<file path="src/rtl/bsc_pkg.sv">
package bsc_pkg;
   typedef enum logic {
      SRC_PARALLEL = 1'b0,
      SRC_SERIAL   = 1'b1
   } src_sel_e;

   localparam logic STAGE_RESET = 1'b0;
endpackage

</file>
<file path="src/rtl/bsc_shift_stage.sv">
module bsc_shift_stage
   import bsc_pkg::*;
(
   input  logic     clk,
   input  logic     rst_n,
   input  logic     en,
   input  src_sel_e src,
   input  logic     par_d,
   input  logic     ser_d,
   output logic     q
);
   logic nxt;

   always_comb begin
      nxt = (src == SRC_SERIAL) ? ser_d : par_d;
   end

   always_ff @(posedge clk or negedge rst_n) begin
      if (!rst_n)
         q <= STAGE_RESET;
      else if (en)
         q <= nxt;
   end
endmodule

</file>
<file path="src/rtl/bsc_update_stage.sv">
module bsc_update_stage
   import bsc_pkg::*;
(
   input  logic clk,
   input  logic rst_n,
   input  logic en,
   input  logic d,
   output logic q
);
   always_ff @(posedge clk or negedge rst_n) begin
      if (!rst_n)
         q <= STAGE_RESET;
      else if (en)
         q <= d;
   end
endmodule

</file>
<file path="src/rtl/bsc_cell.sv">
module bsc_cell
   import bsc_pkg::*;
(
   input  logic clk,
   input  logic rst_n,
   input  logic shift_sel,
   input  logic cap_en,
   input  logic upd_en,
   input  logic test_mode,
   input  logic sys_in,
   input  logic chain_in,
   output logic sys_out,
   output logic chain_out,
   output logic upd_state
);
   logic     cap_q;
   logic     upd_q;
   src_sel_e src;

   assign src = shift_sel ? SRC_SERIAL : SRC_PARALLEL;

   bsc_shift_stage u_cap (
      .clk   (clk),
      .rst_n (rst_n),
      .en    (cap_en),
      .src   (src),
      .par_d (sys_in),
      .ser_d (chain_in),
      .q     (cap_q)
   );

   bsc_update_stage u_upd (
      .clk   (clk),
      .rst_n (rst_n),
      .en    (upd_en),
      .d     (cap_q),
      .q     (upd_q)
   );

   assign sys_out   = test_mode ? upd_q : sys_in;
   assign chain_out = cap_q;
   assign upd_state = upd_q;
endmodule

</file>
<file path="src/rtl/bsc_chain.sv">
module bsc_chain #(
   parameter int NUM_CELLS = 8
) (
   input  logic                 clk,
   input  logic                 rst_n,
   input  logic                 shift_sel,
   input  logic                 cap_en,
   input  logic                 upd_en,
   input  logic                 test_mode,
   input  logic                 ser_in,
   input  logic [NUM_CELLS-1:0] par_in,
   output logic [NUM_CELLS-1:0] par_out,
   output logic                 ser_out
);
   localparam int LAST = NUM_CELLS - 1;

   if (NUM_CELLS < 1) begin : g_bad_count
      $error("bsc_chain: NUM_CELLS must be at least 1");
   end

   logic [NUM_CELLS:0]   link;
   logic [NUM_CELLS-1:0] cap_q;
   logic [NUM_CELLS-1:0] upd_q;

   assign link[0] = ser_in;

   for (genvar i = 0; i < NUM_CELLS; i++) begin : g_cell
      bsc_cell u_cell (
         .clk       (clk),
         .rst_n     (rst_n),
         .shift_sel (shift_sel),
         .cap_en    (cap_en),
         .upd_en    (upd_en),
         .test_mode (test_mode),
         .sys_in    (par_in[i]),
         .chain_in  (link[i]),
         .sys_out   (par_out[i]),
         .chain_out (link[i+1]),
         .upd_state (upd_q[i])
      );
      assign cap_q[i] = link[i+1];
   end

   assign ser_out = link[LAST+1];
endmodule

</file>
<file path="config.mk">
export PLATFORM = sky130hd
export DESIGN_NAME = bsc_chain
export DESIGN_NICKNAME = d
export VERILOG_FILES = /design/src/rtl/bsc_pkg.sv /design/src/rtl/bsc_shift_stage.sv /design/src/rtl/bsc_update_stage.sv /design/src/rtl/bsc_cell.sv /design/src/rtl/bsc_chain.sv
export SDC_FILE = /design/constraint.sdc
export NUM_CORES = 1
export LEC_CHECK = 0
export BUFFER_PORTS_ARGS = -buffer_cell sky130_fd_sc_hd__buf_2
export CAP_MARGIN = 20
export CELL_PAD_IN_SITES_DETAIL_PLACEMENT = 0
export CELL_PAD_IN_SITES_GLOBAL_PLACEMENT = 1
export CORE_MARGIN = 1.5
export CORE_UTILIZATION = 39
export DETAILED_ROUTE_END_ITERATION = 8
export GPL_ROUTABILITY_DRIVEN = 0
export PLACE_DENSITY = 0.75
export SLEW_MARGIN = 5
export SYNTH_ARGS = -nofsm -noshare
export SYNTH_HDL_FRONTEND = slang
export SYNTH_HIERARCHICAL = 1
export SYNTH_SLANG_ARGS = --single-unit
</file>
<file path="constraint.sdc">
create_clock -name clk -period 0.9 [get_ports clk]
set_input_delay 0.18 -clock clk [delete_from_list [all_inputs] [get_ports clk]]
set_output_delay 0.18 -clock clk [all_outputs]
set_load 0.005 [all_outputs]
</file>
==> summary.txt, run 1 <==
CTS
  • Sink Count: 16
  • Clock Tree Buf Depth: 2
  • CTS H-tree depth: 1
  • Clock Pin Slew Worst Setup and Hold Paths: 0.08 ns
  • CTS tree: built
  • Clock Tree Root: clkbuf_4
  • Worst-skew pair later-pin latency: 0.27 ns
  • CTS Buf Count: 3

Cells and area
  • Layout cell share with drive strength beyond 1: a little over half
  • Fin nets: 106
  • Final instance area: 1090 sq um
  • Area Growth Syn to Fin: 38.0%
  • Non-Filler Instances: approximately 120
  • Diode count: 0

STA
  • Final hold slack: around 0.21 ns
  • Final WS setup: -0.330 ns
  • Worst slew pin tran: ~0.36 ns
  • Final hold viol count: 0
  • Achievable frequency: ~0.81 GHz
  • Clock skew: 0.000729 ns
  • Final setup fails: 9
  • Tmin final: 1.23 ns
  • Max-slew headroom: 76.2%
  • RSZ-0062 raised after global routing: yes
  • Slew Limit Fails: 0
  • Fin crit share: 137%

Routing
  • DRC errors left: 0
  • Routed Antenna Nets: 0
  • Drt first pass iters: 4
  • Routed WL per cell: 13.1 microns
  • Drt initial violations: 2
  • Routed WL: 1.53 mm
  • DR vias/cell: 4.68
  • Detailed-route via count: 543

Floorplan
  • I/O pins: 24
  • Die height: 48.0 microns
  • Core Rows: 16
  • Core Area: just under 2000 sq um
  • Initial core utilization: 40.7%
  • Die ar.: 2310 sq um
  • Die Wd: 48.0 microns

Global routing
  • Number of antenna violations at the first check in global routing: 0
  • Total global-route track usage: 15.8%
  • Largest net degree at the start of global routing: 17
  • First-pass GRT wire length: about 2.5 mm
  • Vias in the first global route: 555
  • Total congestion overflow: 0

Place
  • Dpl cell area: 967 sq um
  • Placed Cells: roughly 110
  • # port buffers: 23
  • Place WS: -0.129 ns

Worst setup path
  • Reg2reg path depth: 2
  • R2r setup slk: roughly 0.01 ns
  • CP required: 0.72 ns
  • Worst Setup Start Kind: flop
  • Setup CP Type: reg -> out
  • CP Max Fanout: 2
  • R2R Path Start: g_cell[4].u_cell/u_upd/q
  • CP Data Arrival Time: 1.05 ns
  • CP endpoint kind: output port
  • RR Endpoint: g_cell[4].u_cell/u_upd/q

Synthesis
  • Mapped Area: 791 sq um
  • Ys Warns: 6
  • Sequential area share after synthesis: 50.6%
  • Synth Instances: 56
  • Yosys cell types: 5
  • Syn Nets: between 70 and 80
  • Synthesized flop and latch total: 16
  • Mean post-synth cell area: 14.1 sq um

Pwr
  • Pwr dens: 1640 nW/um^2
  • Pleak: roughly 0.54 nW
  • Total power: 0.00179 W
  • Worst VDD drop: 0.000981 V

Worst hold path
  • Hold Path Stages: 3
  • Hold_sp: ser_in
  • Tightest Hold Check Type: in -> reg
  • Hold Path End: g_cell[0].u_cell/u_cap/q

Job
  • Max_cap viols: 0

Status
  • Failing checks: negative setup slack
  • Status: finished, violations left
critical path, cell delays in order (launching register included):
cell,delay [ns]
dfrtp_1,0.40
mux2_4,0.27
buf_6,0.11
timing repair:
item / CTS / global route
endpoints found under the hold margin: 16 / 0
endpoints found under the setup margin: 9 / 12
resized for setup: 5 / 6
hold buffers: 1 / 0
buffers inserted: 2 / 3
sequential cells by signal, indices dropped and copies added (netlist names):
signal and cells:
g_cell.u_cell/u_cap/q 8, g_cell.u_cell/u_upd/q 8
through the flow:
stage,setup TNS [ns],util [%]
final,-2.63,56.2
after global routing,-2.93,56.2
after CTS,-2.68,53.9
after detailed placement,-1.01,49.8
after global placement,-0.995,49.8
after floorplan,0,-
worst max-delay path by stage:
stage                     cells past startpoint                      from         end  slack [ns]
final                                         2  g_cell[7].u_cell/u_upd/q  par_out[7]       -0.33
after global routing                          2  g_cell[5].u_cell/u_upd/q  par_out[5]       -0.36
after detailed placement                      4                 test_mode  par_out[0]       -0.13
after global placement                        4                 test_mode  par_out[5]       -0.13
after CTS                                     2  g_cell[5].u_cell/u_upd/q  par_out[5]       -0.33
after floorplan                               1  g_cell[0].u_cell/u_upd/q  par_out[0]        0.12
cell usage in the layout, fill, tap and decap left out, drive strengths merged:
master	Yosys	layout
mux2i	8	8
buf	0	29
clkbuf	0	3
dfrtp	16	16
dlygate4sd3	0	1
mux2	16	16
a21oi	8	8
nor2	8	8
area by class of cell:
type | instances | area, sq um
clock buffers | 3 | 22.5
repair buffers | 30 | 244
multi-input cells | 40 | 390
flip-flops and latches | 16 | 400
fillers | 177 | 851
well taps | 27 | 33.8
cells by family after synthesis:
| family | share of synthesized area [%] |
|---|---|
| and+or+nand+nor | 3.80 |
| DFF | 50.6 |
| AOI/OAI and AO/OA | 5.06 |
| muxes | 40.5 |
routing by layer:
layer / part of all wire (%) / track usage, % / wire length, microns
met1: 48 / 21.6 / 729
met5: 0 / 0 / 0
met4: 0.92 / 6.49 / 14
met3: 2.4 / 3.02 / 36
met2: 49 / 24.5 / 745
report_power, final:
group | leakage (nW) | internal, W | switching [W]
clock | 0.0138 | 0.000155 | 0.000195
sequential | 0.176 | 0.000826 | 0.0000741
combinational | 0.351 | 0.000376 | 0.000170
total | 0.540 | 0.00136 | 0.000439
synth_stat cells:
cell type / number / area share (%)
a21oi_1: 8 / 5.1
dfrtp_1: 16 / 51
mux2_4: 16 / 30
mux2i_1: 8 / 10
nor2_1: 8 / 3.8
No activity file was read; power rests on OpenSTA's default activity.
==> run 2, diff against run 1 <==
Settings changed: ABC_AREA set to 1, CORE_UTILIZATION 39 to 34.
==> summary.txt, run 2 <==
CTS
  • CTS tree: built
  • CTS H-tree depth: 1 (unchanged)
  • Clock Tree Buf Depth: 2 (unchanged)
  • Clock Pin Slew Worst Setup and Hold Paths: 0.10 ns (+0.02 ns)
  • CTS Buf Count: 3 (unchanged)
  • Sink Count: 16 (unchanged)
  • Worst-skew pair later-pin latency: 0.30 ns (+0.03 ns)
  • Clock Tree Root: clkbuf_4

Synthesis
  • Top-count cell post-synth: nand2_1
  • Top cells by area, synth: dfrtp_1 (43%), nand2_1 (33%), inv_1 (20%)
  • Synthesized flop and latch total: 16 (unchanged)
  • Top cell type's share of synthesized area: 43.5% (-7.2 points)
  • EDFF count, synth: 0 (unchanged)
  • Sequential area share after synthesis: 43.5% (-7.2 points)
  • Cell taking the most area after synthesis: dfrtp_1
  • Mean post-synth cell area: 6.06 sq um (-57%)
  • Ys flop type: dfrtp_1
  • Mapped Area: 921 sq um (+16%)
  • FFs w/ async S/R, synth: 100% (unchanged)
  • Post-synth top cells: nand2_1 (80), inv_1 (48), dfrtp_1 (16), nand3_1 (8)
  • Yosys cell types: 4 (-1)
  • Ys Warns: 6 (unchanged)
  • Syn Nets: 167 (+140%)
  • Synth Instances: 152 (+170%)

Worst hold path
  • Tightest Hold Check Type: in -> reg

Floorplan
  • Initial core utilization: 36.5% (-4.2 points)
  • I/O pins: 24 (unchanged)
  • Core Area: 2520 sq um (+30%)
  • Die ar.: 3030 sq um (+31%)
  • Die height: 55.0 microns (+15%)
  • Core Rows: 18 (+2)
  • Die Wd: 55.0 microns (+15%)

Cells and area
  • Area Growth Syn to Fin: 24.0%
  • Largest regs: g_cell.u_cell/u_cap/q (8), g_cell.u_cell/u_upd/q (8)
  • Layout cell share with drive strength beyond 1: 16.4% (-38 points)
  • Fin nets: 199 (+88%)
  • Most common cell after layout, fill and taps aside: nand2_1
  • Diode count: 0 (unchanged)
  • Commonest cells after routing, fill and taps aside: nand2_1 (80), inv_1 (48), buf_2 (23), dfrtp_1 (16), nand3_1 (8)

STA
  • Final hold viol count: 0 (unchanged)
  • Setup TNS: -1.55 ns (+1.08 ns)
  • Tmin final: 1.09 ns (-0.136 ns)
  • RSZ-0062 raised after global routing: yes
  • Slew Limit Fails: 0 (unchanged)
  • Final WS setup: -0.194 ns (+0.136 ns)
  • Achievable frequency: 0.914 GHz (+12%)
  • Final setup fails: 9 (unchanged)
  • Clock skew: 0.00837 ns (+0.00764 ns)
  • Max-slew headroom: 75.0% (-1.2 points)
  • Worst slew pin tran: 0.375 ns (+0.0182 ns)
  • Fin crit share: 122% (-15 points)

Worst setup path
  • Setup CP Type: reg -> out
  • Critical Path End: par_out[5]
  • Crit. Startpoint: g_cell[5].u_cell/u_upd/q
  • RR Endpoint: g_cell[7].u_cell/u_cap/q
  • Reg2reg path depth: 4 (+2)
  • CP Max Fanout: 2 (unchanged)
  • CP Data Arrival Time: 0.91 ns (-0.14 ns)
  • Worst Setup Start Kind: flop
  • R2R Path Start: g_cell[6].u_cell/u_cap/q
  • CP endpoint kind: output port
  • R2r setup slk: 0.15 ns (+0.14 ns)
  • CP required: 0.72 ns (about the same)

Place
  • Place WS: -0.0301 ns (+0.0993 ns)
  • Hpwl dp: 1.28 mm
  • # port buffers: 23 (unchanged)

Global routing
  • Total congestion overflow: 0 (unchanged)
  • Number of antenna violations at the first check in global routing: 0 (unchanged)
  • Largest net degree at the start of global routing: 17 (unchanged)
  • Total global-route track usage: 14.5% (-1.3 points)
  • First-pass GRT wire length: 3.10 mm (+26%)
  • Vias in the first global route: 762 (+37%)

Pwr
  • Pwr dens: 1500 nW/um^2 (-8.9%)
  • Pleak: 0.822 nW (+52%)
  • Total power: 0.00171 W (-4.7%)
  • Worst VDD drop: 0.00103 V (+4.7%)

Routing
  • DR vias/cell: 4.01 (-14%)
  • Detailed-route via count: 855 (+57%)
  • Drt first pass iters: 6 (+2)
  • Routed WL per cell: 9.05 microns (-31%)
  • DRC errors left: 0 (unchanged)
  • Routed Antenna Nets: 0 (unchanged)
  • Routed WL: 1.93 mm (+26%)
  • Drt initial violations: 19 (+17)

Status
  • Status: finished, violations left
  • Failing checks: negative setup slack

Job
  • Max_cap viols: 0 (unchanged)
-- run 2: how the worst min path moves through the flow --
stage / from / endpoint / slack, ns / cells after the start
finish: par_in[1] / g_cell[1].u_cell/u_cap/q / 0.18 / 5
global route: par_in[6] / g_cell[6].u_cell/u_cap/q / 0.19 / 5
CTS: par_in[1] / g_cell[1].u_cell/u_cap/q / 0.18 / 5
detailed placement: rst_n / g_cell[0].u_cell/u_cap/q / 0.13 / 1
global placement: rst_n / g_cell[0].u_cell/u_upd/q / 0.12 / 1
floorplan: rst_n / g_cell[0].u_cell/u_cap/q / -0.12 / 0
-- run 2: where the power goes --
part           internal (W)  switching, W  leakage (nW)
sequential         0.000809     0.0000567         0.196
clock              0.000247      0.000242        0.0210
combinational      0.000159      0.000198         0.606
total               0.00121      0.000497         0.822
-- run 2: cell type report --
| class | count | area (sq um) |
|---|---|---|
| Timing Repair Buffer | 27 | 148 |
| Sequential cell | 16 | 400 |
| Fill cell | 292 | 1380 |
| Inverter | 48 | 180 |
| Tap cell | 30 | 37.5 |
| Multi-Input combinational cell | 88 | 340 |
| Clock buffer | 4 | 36.3 |
-- run 2: stage by stage --
step / cell area, sq um / utilization (%) / instances / hold WS, ns
after CTS: 1130 / 44.7 / 211 / 0.179
after global routing: 1140 / 45.3 / 213 / 0.186
final: 1140 / 45.3 / 213 / 0.184
after detailed placement: 1070 / 42.6 / 205 / 0.127
after global placement: 1070 / 42.6 / 205 / 0.119
after floorplan: 921 / - / 152 / -0.116
-- run 2: worst max-delay path, cell delays in order (launching register included) --
cell and delay [ns]:
dfrtp_1 0.40, nand2_1 0.06, nand2_1 0.04, buf_2 0.11
-- run 2: kinds of logic after synthesis --
| logic type | count (synthesis) | synth area share, % |
|---|---|---|
| DFF | 16 | 43.5 |
| and+or+nand+nor | 88 | 37.0 |
| buffers and inverters | 48 | 19.6 |
-- run 2: timing repair --
| action | CTS | global route |
|---|---|---|
| pin swaps | 8 | 0 |
| resized for setup | 0 | 0 |
| buffers inserted | 1 | 2 |
| endpoints found under the setup margin | 9 | 9 |
| endpoints found under the hold margin | 16 | 0 |
| hold buffers | 1 | 0 |
-- run 2: metal layers --
metal  vias up  part of all wire (%)  global-route usage (%)
met5         -                     0                       0
met4         0                  0.62                    2.44
met3         2                   5.1                    4.84
met2        18                    45                    26.0
met1       354                    50                    17.0
li1        481                     -                       -
